--- src/rtl/sar_pkg.sv ---
package sar_pkg;

    localparam int SEQ_CNT_W = 8;
    localparam int CH_W      = 3;
    localparam int BIT_DONE  = 7;
    localparam int BIT_PWR   = 5;

    typedef enum logic [1:0] {
        PH_IDLE   = 2'd0,
        PH_SAMPLE = 2'd1,
        PH_APPROX = 2'd2
    } phase_e;

    typedef struct packed {
        phase_e                 phase;
        logic [SEQ_CNT_W-1:0]   cnt;
        logic [SEQ_CNT_W-1:0]   trial;
        logic [SEQ_CNT_W-1:0]   step;
    } seq_state_t;

    typedef struct packed {
        logic            done;
        logic            pwr;
        logic [CH_W-1:0] chan;
    } ctrl_t;

    // Length in clocks of trial idx when approx clocks are spread over width trials.
    // Leftover clocks go to the most significant trials.
    function automatic int trial_len(input int idx, input int width, input int approx);
        int base;
        int extra;
        base  = approx / width;
        extra = approx % width;
        return (idx < extra) ? base + 1 : base;
    endfunction

    function automatic logic [7:0] pack_ctrl(input ctrl_t c);
        logic [7:0] r;
        r               = '0;
        r[BIT_DONE]     = c.done;
        r[BIT_PWR]      = c.pwr;
        r[CH_W-1:0]     = c.chan;
        return r;
    endfunction

endpackage

--- src/rtl/sar_seq.sv ---
module sar_seq
    import sar_pkg::*;
#(
    parameter int RES_W       = 8,
    parameter int SAMPLE_CLKS = 12,
    parameter int APPROX_CLKS = 20
) (
    input  logic                 clk,
    input  logic                 rst,
    input  logic                 start,
    input  logic                 abort,
    output logic                 sample_en,
    output logic                 trial_active,
    output logic                 trial_last,
    output logic                 frame_done,
    output logic [SEQ_CNT_W-1:0] trial_idx
);

    localparam logic [SEQ_CNT_W-1:0] SAMPLE_LAST = SEQ_CNT_W'(SAMPLE_CLKS - 1);
    localparam logic [SEQ_CNT_W-1:0] TRIAL_LAST  = SEQ_CNT_W'(RES_W - 1);
    localparam logic [SEQ_CNT_W-1:0] ONE         = SEQ_CNT_W'(1);

    seq_state_t           st;
    seq_state_t           st_nx;
    logic [SEQ_CNT_W-1:0] len_cur;

    always_comb begin
        len_cur = SEQ_CNT_W'(trial_len(int'(st.trial), RES_W, APPROX_CLKS));
    end

    // Trial close and frame close are decoded from the state alone.
    // A coinciding write is resolved by the consumers.
    always_comb begin
        trial_last = (st.phase == PH_APPROX) && (st.step == len_cur - ONE);
        frame_done = trial_last && (st.trial == TRIAL_LAST);
    end

    always_comb begin
        st_nx = st;
        if (start) begin
            st_nx.phase = PH_SAMPLE;
            st_nx.cnt   = '0;
            st_nx.trial = '0;
            st_nx.step  = '0;
        end else if (abort) begin
            st_nx.phase = PH_IDLE;
            st_nx.cnt   = '0;
            st_nx.trial = '0;
            st_nx.step  = '0;
        end else begin
            case (st.phase)
                PH_SAMPLE: begin
                    if (st.cnt == SAMPLE_LAST) begin
                        st_nx.phase = PH_APPROX;
                        st_nx.trial = '0;
                        st_nx.step  = '0;
                    end else begin
                        st_nx.cnt = st.cnt + ONE;
                    end
                end
                PH_APPROX: begin
                    if (trial_last) begin
                        if (st.trial == TRIAL_LAST) begin
                            st_nx.phase = PH_IDLE;
                        end else begin
                            st_nx.trial = st.trial + ONE;
                        end
                        st_nx.step = '0;
                    end else begin
                        st_nx.step = st.step + ONE;
                    end
                end
                default: begin
                    st_nx.phase = PH_IDLE;
                end
            endcase
        end
    end

    always_ff @(posedge clk) begin
        if (rst) begin
            st.phase <= PH_IDLE;
            st.cnt   <= '0;
            st.trial <= '0;
            st.step  <= '0;
        end else begin
            st <= st_nx;
        end
    end

    assign sample_en    = (st.phase == PH_SAMPLE);
    assign trial_active = (st.phase == PH_APPROX);
    assign trial_idx    = st.trial;

endmodule

--- src/rtl/sar_approx.sv ---
module sar_approx
    import sar_pkg::*;
#(
    parameter int RES_W = 8
) (
    input  logic                 clk,
    input  logic                 rst,
    input  logic                 start,
    input  logic                 trial_active,
    input  logic                 trial_last,
    input  logic [SEQ_CNT_W-1:0] trial_idx,
    input  logic                 cmp_hi,
    output logic [RES_W-1:0]     dac_code,
    output logic [RES_W-1:0]     result_nx
);

    logic [RES_W-1:0] kept;
    logic [RES_W-1:0] probe;

    // One-hot trial bit: trial 0 probes the MSB.
    always_comb begin
        probe = '0;
        for (int i = 0; i < RES_W; i++) begin
            if (trial_active && (trial_idx == SEQ_CNT_W'(RES_W - 1 - i))) begin
                probe[i] = 1'b1;
            end
        end
    end

    assign dac_code  = kept | probe;
    assign result_nx = kept | (cmp_hi ? probe : '0);

    always_ff @(posedge clk) begin
        if (rst) begin
            kept <= '0;
        end else if (start) begin
            kept <= '0;
        end else if (trial_last && cmp_hi) begin
            kept <= kept | probe;
        end
    end

endmodule

--- src/rtl/sar_regs.sv ---
module sar_regs
    import sar_pkg::*;
#(
    parameter int                ADDR_W    = 8,
    parameter logic [ADDR_W-1:0] ADDR_CTRL = 'h1E,
    parameter logic [ADDR_W-1:0] ADDR_DATA = 'h1D,
    parameter int                RES_W     = 8
) (
    input  logic              clk,
    input  logic              rst,
    input  logic [ADDR_W-1:0] bus_addr,
    input  logic              bus_wr,
    input  logic [7:0]        bus_wdata,
    input  logic              frame_done,
    input  logic [RES_W-1:0]  result_nx,
    output logic              start,
    output logic              abort,
    output ctrl_t             ctrl_q,
    output logic [RES_W-1:0]  data_q,
    output logic [7:0]        bus_rdata
);

    logic wr_ctrl;
    logic unused_wbits;

    assign wr_ctrl      = bus_wr && (bus_addr == ADDR_CTRL);
    assign start        = wr_ctrl && bus_wdata[BIT_PWR];
    assign abort        = wr_ctrl && !bus_wdata[BIT_PWR];
    assign unused_wbits = ^{bus_wdata[7:6], bus_wdata[4:3]};

    // A control write takes priority over a frame closing in the same cycle.
    always_ff @(posedge clk) begin
        if (rst) begin
            ctrl_q.done <= 1'b0;
            ctrl_q.pwr  <= 1'b0;
            ctrl_q.chan <= '0;
            data_q      <= '0;
        end else if (wr_ctrl) begin
            ctrl_q.done <= 1'b0;
            ctrl_q.pwr  <= bus_wdata[BIT_PWR];
            ctrl_q.chan <= bus_wdata[CH_W-1:0];
        end else if (frame_done) begin
            ctrl_q.done <= 1'b1;
            data_q      <= result_nx;
        end
    end

    always_comb begin
        bus_rdata = '0;
        if (bus_addr == ADDR_CTRL) begin
            bus_rdata = pack_ctrl(ctrl_q);
        end else if (bus_addr == ADDR_DATA) begin
            bus_rdata[RES_W-1:0] = data_q;
        end
    end

endmodule

--- src/rtl/sar_adc_ctrl.sv ---
module sar_adc_ctrl
    import sar_pkg::*;
#(
    parameter int                ADDR_W      = 8,
    parameter logic [ADDR_W-1:0] ADDR_CTRL   = 'h1E,
    parameter logic [ADDR_W-1:0] ADDR_DATA   = 'h1D,
    parameter int                RES_W       = 8,
    parameter int                SAMPLE_CLKS = 12,
    parameter int                APPROX_CLKS = 20
) (
    input  logic              clk,
    input  logic              rst,
    input  logic [ADDR_W-1:0] bus_addr,
    input  logic              bus_wr,
    input  logic [7:0]        bus_wdata,
    output logic [7:0]        bus_rdata,
    output logic              pwr_on,
    output logic [CH_W-1:0]   chan_sel,
    output logic              sample_en,
    output logic [RES_W-1:0]  dac_code,
    input  logic              cmp_hi
);

    logic                 seq_start;
    logic                 seq_abort;
    logic                 wr_ctrl;
    logic                 trial_active;
    logic                 trial_last;
    logic                 frame_done;
    logic [SEQ_CNT_W-1:0] trial_idx;
    logic [RES_W-1:0]     result_nx;
    logic [RES_W-1:0]     data_q;
    ctrl_t                ctrl_q;
    logic                 done_flag;

    sar_regs #(
        .ADDR_W    (ADDR_W),
        .ADDR_CTRL (ADDR_CTRL),
        .ADDR_DATA (ADDR_DATA),
        .RES_W     (RES_W)
    ) u_regs (
        .clk        (clk),
        .rst        (rst),
        .bus_addr   (bus_addr),
        .bus_wr     (bus_wr),
        .bus_wdata  (bus_wdata),
        .frame_done (frame_done),
        .result_nx  (result_nx),
        .start      (seq_start),
        .abort      (seq_abort),
        .ctrl_q     (ctrl_q),
        .data_q     (data_q),
        .bus_rdata  (bus_rdata)
    );

    sar_seq #(
        .RES_W       (RES_W),
        .SAMPLE_CLKS (SAMPLE_CLKS),
        .APPROX_CLKS (APPROX_CLKS)
    ) u_seq (
        .clk          (clk),
        .rst          (rst),
        .start        (seq_start),
        .abort        (seq_abort),
        .sample_en    (sample_en),
        .trial_active (trial_active),
        .trial_last   (trial_last),
        .frame_done   (frame_done),
        .trial_idx    (trial_idx)
    );

    sar_approx #(
        .RES_W (RES_W)
    ) u_approx (
        .clk          (clk),
        .rst          (rst),
        .start        (seq_start),
        .trial_active (trial_active),
        .trial_last   (trial_last),
        .trial_idx    (trial_idx),
        .cmp_hi       (cmp_hi),
        .dac_code     (dac_code),
        .result_nx    (result_nx)
    );

    assign wr_ctrl   = seq_start | seq_abort;
    assign done_flag = ctrl_q.done;
    assign pwr_on    = ctrl_q.pwr;
    assign chan_sel  = ctrl_q.chan;

endmodule

--- config.mk ---
export PLATFORM = sky130hd
export DESIGN_NAME = sar_adc_ctrl
export DESIGN_NICKNAME = d
export VERILOG_FILES = /design/src/rtl/sar_pkg.sv /design/src/rtl/sar_seq.sv /design/src/rtl/sar_approx.sv /design/src/rtl/sar_regs.sv /design/src/rtl/sar_adc_ctrl.sv
export SDC_FILE = /design/constraint.sdc
export NUM_CORES = 1
export LEC_CHECK = 0
export ABC_CLOCK_PERIOD_IN_PS = 2600
export BUFFER_PORTS_ARGS = -buffer_cell sky130_fd_sc_hd__buf_4
export CAP_MARGIN = 30
export CORE_AREA = 2 2 77 79
export CTS_CLUSTER_SIZE = 25
export DETAILED_ROUTE_END_ITERATION = 10
export DIE_AREA = 0 0 79 81
export SLEW_MARGIN = 20
export SYNTH_ARGS = -nofsm -noshare
export SYNTH_HDL_FRONTEND = slang
export SYNTH_SLANG_ARGS = --single-unit
--- constraint.sdc ---
create_clock -name clk -period 2.6 [get_ports clk]
set_clock_uncertainty 0.15 [all_clocks]
set_input_delay 0.65 -clock clk [delete_from_list [all_inputs] [get_ports clk]]
set_output_delay 0.65 -clock clk [all_outputs]
set_load 0.05 [all_outputs]
==> results.json <==
{
  "outcome": "finished with violations",
  "violations": "negative setup slack",
  "power.switching_w": 0.0002672,
  "syn_nets": 325,
  "rsz0062_at_grt": "yes",
  "wl_per_cell_um": 13.84,
  "clk_pin_slew_worst_paths_ps": 80,
  "crit_top_cell": "buf_6",
  "grtUsageTotal_pct": 18.65,
  "ys_async_sr_fraction_pct": 0,
  "yosysTopAreaCell": "dfxtp_1",
  "p_comb_share_pct": 4.2,
  "syn_inst": 299,
  "ys_seq_area_share_pct": 38.80,
  "synth_edf_count": 0,
  "ys.warnings.count": 0,
  "fin_tns_setup_ps": -28.76,
  "min_period_ps": 2612,
  "dieArea_sq_um": 6399,
  "insertion_delay_ps": 300,
  "cp-start-kind": "register",
  "worstPathCellList": "or4_4, nor3_2, buf_6, a31o_2, buf_6",
  "yosys-top-cells-area": "dfxtp_1, nand2_1, a21oi_1, nor2_1, ha_1",
  "ys.flop_type": "dfxtp_1",
  "min_to": "u_regs.ctrl_q[4]",
  "final_util_pct": 53.22,
  "dp_hpwl_um": 4236,
  "synth_seq_cells": 47,
  "fin_hold_ws_ps": 324.9,
  "htreeDepth": 2,
  "drc": 0,
  "final_nets": 373,
  "min_period_over_period_pct": 100.5,
  "antenna_found_initial": 0,
  "arrival_ps": 1810,
  "ff2ff_path_depth": 7,
  "synth_cell_types": 45,
  "cp-end-kind": "output port",
  "fp-row-count": 28,
  "layout_common_cells": "buf_4, dfxtp_1, nand2_1",
  "place.gp.congestion": 0.7902,
  "hp-class": "reg2reg",
  "whs_path_depth": 2,
  "numCtsBuffers": 5,
  "ff2ff_setup_slack_ps": 110,
  "avgViaCountPerCell": 5.385,
  "overflow": 0,
  "worst_pin_slew_ps": 946.5,
  "hold_viol": 0,
  "relSlewSlack_pct": 36.90,
  "internal_power_w": 0.0009315,
  "cts.sinks": 47,
  "synth_top_area_share_pct": 38.80,
  "pin_count": 41,
  "post_dp_cell_area_sq_um": 2838,
  "grt_pass1_wl_um": 9577,
  "design_area_sq_um": 3020,
  "power_w": 0.001199,
  "fp.coreArea_sq_um": 5675,
  "portBuffers": 36,
  "ctsLongestPathBuffers": 2,
  "die_h_um": 81,
  "initial_core_util_pct": 42.72,
  "ant_nets": 0,
  "slew_viol_final": 0,
  "path_max_fanout": 8,
  "ir_drop_mv": 0.2899,
  "setup_slack_ps": -12.44,
  "grt_max_degree": 17,
  "num-fill-cells": 584,
  "grt_pass1_vias": 2066,
  "cts_tree": "yes",
  "hold_start": "u_regs.ctrl_q[4]",
  "crit_type": "reg2out",
  "critPathMaxStageDelay_ps": 570,
  "drive_gt1_share_pct": 22.41,
  "layout_commonest_cell": "buf_4",
  "ctsHoldBuffers": 0,
  "synth.avg_cell_area_sq_um": 8.110,
  "drtIter0Drc": 111,
  "pwr_density_cell_nw_per_um2": 396.9,
  "syn_to_final_growth_pct": 24.56,
  "leakage_nw": 1.152,
  "n_antenna_cell": 0,
  "drt_wl_total_um": 5856,
  "cpMaxStageDelayCell": "or4_4",
  "maxCapViolCount": 0,
  "synth_area_sq_um": 2425,
  "worst_r2r_endpoint": "u_seq.trial_idx[4]",
  "drtPass1Iterations": 4,
  "max_freq_mhz": 382.8,
  "p_seq_share_pct": 60.0,
  "die_w_um": 79,
  "num_vias": 2278,
  "reg2reg_from": "u_seq.st[4]",
  "p_sw_share_pct": 22.29,
  "cts-root-buf": "clkbuf_8",
  "cp.required_ps": 1800,
  "setup_violations": 3,
  "clkPwrFrac_pct": 35.8
}
kinds of logic after synthesis:
| kind of cell | count (synthesis) | share of synthesized area, % |
|---|---|---|
| AO/OA/AOI/OAI | 72 | 19.20 |
| buffers and inverters | 22 | 4.231 |
| flip-flops | 47 | 38.80 |
| AND/OR/NAND/NOR | 142 | 30.91 |
| XOR/XNOR | 7 | 2.528 |
| multiplexers | 3 | 1.238 |
| adder cells (fa/ha/maj) | 6 | 3.096 |
per-layer routing:
layer	part of all wire (%)	vias to the layer above	track usage, %
li1	-	1191	-
met1	49	1035	25.33
met2	45	45	30.17
met3	4.5	7	3.889
met4	1.3	0	5.172
met5	0	-	0
area by class of cell:
cell class	instances	area, sq um	area share, %
Inverter	5	18.77	0.6214
Clock inverter	1	5.005	0.1657
Multi-Input combinational cell	230	1403	46.44
Tap cell	75	93.84	3.107
Timing Repair Buffer	58	481.7	15.95
Clock buffer	7	76.32	2.527
Sequential cell	47	942.2	31.19
synth_stat cells, types with 2 or more instances:
master / number
or2_2: 4
nand2_1: 37
a31oi_1: 10
a21o_1: 5
xnor2_1: 2
nor2_1: 25
nand3b_1: 3
a22oi_1: 6
o21ai_0: 10
ha_1: 6
nor2b_1: 6
mux2i_1: 3
nand3_1: 13
buf_4: 3
dfxtp_1: 47
or3_1: 2
o31ai_1: 4
a31o_2: 3
or4_1: 4
nor4_1: 6
a2111oi_0: 3
and3_1: 10
a21oi_1: 25
nand2b_1: 3
a311oi_1: 3
and2_1: 2
nand4_1: 6
xor2_1: 5
nor3_1: 11
inv_1: 5
nor4b_1: 2
clkbuf_1: 12
flip-flops by register name (all words and copies together) (netlist names):
register and flops:
u_regs.data_q 8, u_approx.kept 8, u_seq.st 18, u_seq.trial_idx 8, u_regs.ctrl_q 5
worst max-delay path, delay by kind of cell, from the launching register on:
family / cells / cell delay, ps
simple gates: 2 / 720
flops: 1 / 330
buf+inv: 2 / 300
compound gates: 1 / 170
power groups by stage:
stage,Combinational (W),Sequential [W],Clock (W)
final,0.0000505,0.000719,0.000429
after global routing,0.0000549,0.000719,0.000476
after CTS,0.0000509,0.000719,0.000438
after detailed placement,0.0000506,0.000736,0
after global placement,0.0000505,0.000736,0
after floorplan,0.0000212,0.000736,0
through the flow:
stage | cells | setup slack (ps)
5_1_grt | 423 | -75.02
2_1_floorplan | 299 | -112.5
6_report | 423 | -12.44
3_3_place_gp | 410 | 98.18
4_1_cts | 421 | -19.74
3_5_place_dp | 410 | 80.82
worst max-delay path by stage:
stage / from / to / slack (ps) / cells after the start
floorplan: bus_addr[7] / bus_rdata[0] / -110 / 3
global placement: bus_addr[7] / bus_rdata[2] / 100 / 5
detailed placement: bus_addr[7] / bus_rdata[2] / 80 / 5
CTS: u_seq.trial_idx[3] / dac_code[4] / -20 / 5
global route: u_seq.trial_idx[4] / dac_code[4] / -80 / 5
finish: u_seq.trial_idx[4] / dac_code[3] / -10 / 5
repair_timing:
item | CTS | global route
endpoints found under the setup margin | 8 | 13
pin swaps | 0 | 3
gates resized for setup | 10 | 3
cloned | 0 | 0
setup buffers | 3 | 2
Note: power is estimated with default switching activity, not from simulation.
